File: config.mk
export PLATFORM = sky130hd
export DESIGN_NAME = e1_sa_top
export DESIGN_NICKNAME = d
export VERILOG_FILES = /design/src/rtl/e1_sa_pkg.sv /design/src/rtl/e1_sa_shadow.sv /design/src/rtl/e1_sa_ctrl.sv /design/src/rtl/e1_sa_bank.sv /design/src/rtl/e1_sa_top.sv
export SDC_FILE = /design/constraint.sdc
export NUM_CORES = 1
export LEC_CHECK = 0
export BUFFER_PORTS_ARGS = -buffer_cell sky130_fd_sc_hd__buf_2
export CAP_MARGIN = 25
export CORE_MARGIN = 10
export CORE_UTILIZATION = 54
export CTS_BUF_LIST = sky130_fd_sc_hd__clkbuf_16
export DETAILED_ROUTE_END_ITERATION = 8
export GPL_TIMING_DRIVEN = 0
export PLACE_DENSITY = 0.81
export SETUP_SLACK_MARGIN = 0.3
export SLEW_MARGIN = 20
export SYNTH_ARGS = -nofsm -noshare
export SYNTH_HDL_FRONTEND = slang
export SYNTH_HIERARCHICAL = 1
export SYNTH_SLANG_ARGS = --single-unit
File: constraint.sdc
create_clock -name clk_i -period 1.8 [get_ports clk_i]
set_input_delay 0.18 -clock clk_i [delete_from_list [all_inputs] [get_ports clk_i]]
set_output_delay 0.18 -clock clk_i [all_outputs]
set_load 0.03 [all_outputs]
File: src/rtl/e1_sa_pkg.sv
package e1_sa_pkg;
  localparam int NUM_SA       = 5;
  localparam int FRAMES_MF    = 16;
  localparam int SA_FIRST_POS = 4;  // transmission position (1-based) of Sa4
  localparam int BYTE_W       = 8;
  localparam int ADDR_W       = 3;
endpackage

File: src/rtl/e1_sa_shadow.sv
module e1_sa_shadow #(
  parameter int NUM_SA    = e1_sa_pkg::NUM_SA,
  parameter int FRAMES_MF = e1_sa_pkg::FRAMES_MF,
  parameter int BYTE_W    = e1_sa_pkg::BYTE_W,
  localparam int BITS     = FRAMES_MF / 2,
  localparam int FN_W     = $clog2(FRAMES_MF)
) (
  input  logic                   clk_i,
  input  logic                   rst_ni,
  input  logic                   cap_en_i,
  input  logic [FN_W-1:0]        frame_i,
  input  logic [BYTE_W-1:0]      byte_i,
  output logic [NUM_SA*BITS-1:0] shadow_o
);
  logic [FN_W-2:0] slot;
  logic            odd_hit;

  assign slot    = frame_i[FN_W-1:1];
  assign odd_hit = cap_en_i & frame_i[0];

  for (genvar s = 0; s < NUM_SA; s++) begin : g_sa
    localparam int SRC = BYTE_W - e1_sa_pkg::SA_FIRST_POS - s;
    logic [BITS-1:0] sh_q;
    always_ff @(posedge clk_i or negedge rst_ni) begin
      if (!rst_ni)      sh_q <= '0;
      else if (odd_hit) sh_q[slot] <= byte_i[SRC];
    end
    assign shadow_o[s*BITS +: BITS] = sh_q;
  end
endmodule

File: src/rtl/e1_sa_ctrl.sv
module e1_sa_ctrl #(
  parameter int FRAMES_MF = e1_sa_pkg::FRAMES_MF,
  localparam int FN_W     = $clog2(FRAMES_MF)
) (
  input  logic            clk_i,
  input  logic            rst_ni,
  input  logic            stb_i,
  input  logic [FN_W-1:0] frame_i,
  input  logic            mf_start_i,
  input  logic            t1_i,
  input  logic            lost_i,
  output logic            commit_o,
  output logic            valid_o
);
  localparam logic [FN_W-1:0] LAST_FRAME = FN_W'(FRAMES_MF - 1);

  logic bad, commit_q, clean_q, valid_q;

  assign bad      = t1_i | lost_i;
  assign commit_o = commit_q & ~bad;
  assign valid_o  = valid_q;

  always_ff @(posedge clk_i or negedge rst_ni) begin
    if (!rst_ni) begin
      commit_q <= 1'b0;
      clean_q  <= 1'b0;
      valid_q  <= 1'b0;
    end else begin
      commit_q <= stb_i & (frame_i == LAST_FRAME) & ~bad;
      // clean: a multiframe start seen with no disturbance since
      if (bad)             clean_q <= 1'b0;
      else if (mf_start_i) clean_q <= 1'b1;
      if (bad)                      valid_q <= 1'b0;
      else if (commit_o && clean_q) valid_q <= 1'b1;
    end
  end
endmodule

File: src/rtl/e1_sa_bank.sv
module e1_sa_bank #(
  parameter int NUM_SA = e1_sa_pkg::NUM_SA,
  parameter int BITS   = e1_sa_pkg::BYTE_W,
  parameter int ADDR_W = e1_sa_pkg::ADDR_W
) (
  input  logic                   clk_i,
  input  logic                   rst_ni,
  input  logic                   commit_i,
  input  logic [NUM_SA*BITS-1:0] shadow_i,
  input  logic [ADDR_W-1:0]      rd_addr_i,
  output logic [NUM_SA*BITS-1:0] vis_o,
  output logic [BITS-1:0]        rd_data_o
);
  logic [NUM_SA*BITS-1:0] vis_q;

  always_ff @(posedge clk_i or negedge rst_ni) begin
    if (!rst_ni)       vis_q <= '0;
    else if (commit_i) vis_q <= shadow_i;
  end

  always_comb begin
    rd_data_o = '0;
    for (int i = 0; i < NUM_SA; i++)
      if (rd_addr_i == ADDR_W'(i)) rd_data_o = vis_q[i*BITS +: BITS];
  end

  assign vis_o = vis_q;
endmodule

File: src/rtl/e1_sa_top.sv
module e1_sa_top #(
  parameter int NUM_SA    = e1_sa_pkg::NUM_SA,
  parameter int FRAMES_MF = e1_sa_pkg::FRAMES_MF,
  parameter int BYTE_W    = e1_sa_pkg::BYTE_W,
  parameter int ADDR_W    = e1_sa_pkg::ADDR_W,
  localparam int BITS     = FRAMES_MF / 2,
  localparam int FN_W     = $clog2(FRAMES_MF)
) (
  input  logic                   clk_i,
  input  logic                   rst_ni,
  input  logic [BYTE_W-1:0]      rx_byte_i,
  input  logic                   ts0_stb_i,
  input  logic [FN_W-1:0]        frame_idx_i,
  input  logic                   mf_start_i,
  input  logic                   t1_mode_i,
  input  logic                   fas_lost_i,
  input  logic [ADDR_W-1:0]      rd_addr_i,
  output logic [BITS-1:0]        rd_data_o,
  output logic [NUM_SA*BITS-1:0] sa_bytes_o,
  output logic                   mf_irq_o,
  output logic                   sa_valid_o
);
  logic [NUM_SA*BITS-1:0] shadow;
  logic                   commit;

  e1_sa_shadow #(.NUM_SA(NUM_SA), .FRAMES_MF(FRAMES_MF), .BYTE_W(BYTE_W)) u_shadow (
    .clk_i    (clk_i),
    .rst_ni   (rst_ni),
    .cap_en_i (ts0_stb_i & ~t1_mode_i),
    .frame_i  (frame_idx_i),
    .byte_i   (rx_byte_i),
    .shadow_o (shadow)
  );

  e1_sa_ctrl #(.FRAMES_MF(FRAMES_MF)) u_ctrl (
    .clk_i      (clk_i),
    .rst_ni     (rst_ni),
    .stb_i      (ts0_stb_i),
    .frame_i    (frame_idx_i),
    .mf_start_i (mf_start_i),
    .t1_i       (t1_mode_i),
    .lost_i     (fas_lost_i),
    .commit_o   (commit),
    .valid_o    (sa_valid_o)
  );

  e1_sa_bank #(.NUM_SA(NUM_SA), .BITS(BITS), .ADDR_W(ADDR_W)) u_bank (
    .clk_i     (clk_i),
    .rst_ni    (rst_ni),
    .commit_i  (commit),
    .shadow_i  (shadow),
    .rd_addr_i (rd_addr_i),
    .vis_o     (sa_bytes_o),
    .rd_data_o (rd_data_o)
  );

  assign mf_irq_o = commit;
endmodule

==> metrics.csv <==
stage,metric,value,unit
placement,hpwlAfterDp,6050,µm
sta,setup_slack,197,ps
clocking,cts_tree,done,
clocking,htreeDepth,3,
layout,area_growth,24.3,%
floorplanning,coreArea,6310,µm²
power,power.total,4.24,mW
layout,fin_nets,341,
sta,setup_violations,0,
layout,drive_above_1_share,0.588,
floorplanning,ios,71,
yosys,yosysWarnings,6,
hold_path,hold_path_depth,2,
sta,rsz0062_at_grt,yes,
global_route,grt_max_degree,50,
global_route,grt-ovfl-total,0,
routing,via_count,2302,
power,p_leak,2.19,nW
sta,worst_pin_slew,596,ps
routing,wl,8540,µm
layout,final_cell_mix,"dfrtp_1, mux2_2, buf_2",
setup_path,reg2reg_slack,420,ps
sta,skew,4.87,ps
layout,post-route-util,0.685,
sta,slew_violations,0,
setup_path,critical_path.endpoint_type,output port,
setup_path,rr_worst_depth,3,
setup_path,crit_arrival,1420,ps
setup_path,slowest_stage,dfrtp_1,
yosys,syn_area,3480,µm²
global_route,antenna_found_initial,0,
routing,drtAntennaViolNets,0,
clocking,clock_path_buffers,2,
routing,first_pass_iters,4,
sta,whs,97.1,ps
yosys,synth_nets,257,
setup_path,start_kind,register,
yosys,synth-seq-area-share,0.597,
clocking,cts_buffers,9,
global_route,grt_pass1_vias,2554,
sta,fin_crit,1600,ps
setup_path,r2r_end,u_bank/vis_o[5]$_DFFE_PN0P_,
sta,finalCritPeriodShare,0.891,
floorplanning,initial_core_util,0.551,
yosys,avgSynthCellArea,14.7,µm²
yosys,ys_seq_elements,83,
floorplanning,dieArea,10000,µm²
power,pwr_density_cell,982,nW/µm²
layout,final_common_cell,dfrtp_1,
placement,placed_cells,380,
clocking,clock_latency,330,ps
hold_path,hold_class,in -> reg,
layout,diodes,0,
yosys,synth_cell_types,25,
setup_path,crit_fanout,2,
floorplanning,die_h,100,µm
run,cap_viol_max_count,0,
setup_path,worstReg2RegStart,u_ctrl/commit_q$_DFF_PN0_,
setup_path,path_class,reg -> out,
placement,port-buffer-count,66,
clocking,cts.sinks,83,
placement,gp_congestion,0.794,
routing,drc_errors,0,
power,ir_drop,0.642,mV
hold_path,holdPathEnd,u_ctrl/commit_q$_DFF_PN0_,
routing,drt_iter0_drc,100,
routing,vias_per_cell,5.73,
clocking,cts_root_buffer,clkbuf_16,
layout,layout.cells.non_filler,402,
sta,hold_viol,0,
setup_path,slowest_delay,430,ps
global_route,grt_pass1_wl,13400,µm
run_status,status,completed,
placement,post-place-ws,169,ps
setup_path,crit_chain,mux2_4 > a22oi_2 > o21ai_1 > buf_4,
floorplanning,num_rows,29,
sta,slew_headroom,0.601,
clocking,cts.reportedPaths.clkPinSlew,60,ps
yosys,syn_inst,236,
global_route,track_usage,0.171,
sta,max_clock_freq,624,MHz
routing,routedWlPerCell,21.2,µm
floorplanning,chipWidth,100,µm
setup_path,worstPathRequired,1620,ps
hold_path,holdCritStartpoint,fas_lost_i,
[kinds of logic after synthesis]
family	share of synthesized area
flops	0.597
mux	0.287
buf+inv	0.0237
compound gates	0.0378
simple gates	0.0543
[flip-flops by register name (all words and copies together) (netlist names)]
name and count:
u_ctrl/commit_q 1, u_ctrl/valid_o 1, u_ctrl/clean_q 1, u_bank/vis_o 40, u_shadow/g_sa.sh_q 40
[worst max-delay path by stage]
stage	from	endpoint	slack, ps	depth (start not counted)
floorplan	u_ctrl/commit_q$_DFF_PN0_	u_bank/vis_o[0]$_DFFE_PN0P_	310	3
global placement	rst_ni	u_bank/vis_o[39]$_DFFE_PN0P_	-40	1
detailed placement	t1_mode_i	u_shadow/g_sa[2].sh_q[7]$_DFFE_PN0P_	170	5
CTS	u_bank/vis_o[5]$_DFFE_PN0P_	rd_data_o[5]	200	4
global route	u_bank/vis_o[5]$_DFFE_PN0P_	rd_data_o[5]	170	4
finish	u_bank/vis_o[5]$_DFFE_PN0P_	rd_data_o[5]	200	4
[worst max-delay path, delay by kind of cell (launching register included)]
kind	cells	cell delay, ps
buffers and inverters	1	170
flip-flops	1	430
multiplexers	1	290
AO/OA/AOI/OAI	2	210
[per-layer routing]
metal | track usage | wire length [µm]
met5 | 0 | 0
met1 | 0.206 | 3480
met4 | 0.0565 | 76
met3 | 0.0488 | 564
met2 | 0.288 | 4420
[report_power, final]
part	total [mW]	internal (mW)	switching, mW
clock	1.64	0.925	0.711
sequential	2.17	2.06	0.103
combinational	0.442	0.218	0.224
total	4.24	3.21	1.04
[final cells by class]
type                    count  area (µm²)
multi-input cells         140        1360
clock buffers               9         225
flip-flops and latches     83        2080
well taps                  77        96.3
fillers                   463        1990
clock inverters             7        45.0
plain buffers              13        97.6
repair buffers             73         423
[stage by stage]
| stage | instance area [µm²] | setup TNS (ps) |
|---|---|---|
| after CTS | 4260 | 0 |
| after global placement | 3920 | -2860 |
| after floorplan | 3490 | 0 |
| final | 4320 | 0 |
| after detailed placement | 3950 | 0 |
| after global routing | 4320 | 0 |
[synth_stat cells]
| cell type | count | area (µm²) |
|---|---|---|
| nand3_1 | 9 | 45.0 |
| nor2b_4 | 1 | 13.8 |
| nor2_1 | 8 | 30.0 |
| mux2_4 | 1 | 15.0 |
| nor3b_1 | 1 | 7.51 |
| a22oi_1 | 8 | 60.1 |
| nand2_1 | 3 | 11.3 |
| nor2b_1 | 2 | 12.5 |
| nor4_2 | 1 | 12.5 |
| o221ai_1 | 7 | 61.3 |
| clkbuf_1 | 3 | 11.3 |
| mux2i_1 | 7 | 70.1 |
| dfrtp_1 | 83 | 2080 |
| nand2b_1 | 2 | 12.5 |
| or3_1 | 2 | 12.5 |
| or2_2 | 1 | 6.26 |
| mux2_2 | 81 | 912 |
| nor3_1 | 2 | 10.0 |
| buf_2 | 6 | 30.0 |
| o21ai_1 | 1 | 5.00 |
| nand3b_1 | 1 | 7.51 |
| and2b_1 | 1 | 7.51 |
| buf_6 | 3 | 33.8 |
| clkbuf_4 | 1 | 7.51 |
| a21oi_1 | 1 | 5.00 |
[repair_timing]
action,CTS,global route
buffers inserted,3,2
setup endpoints to repair,2,48
hold endpoints to repair,34,0
cloned,0,0
hold buffers,1,0
resized for setup,3,28
pin swaps,1,3
(Power assumes the default switching activity.)
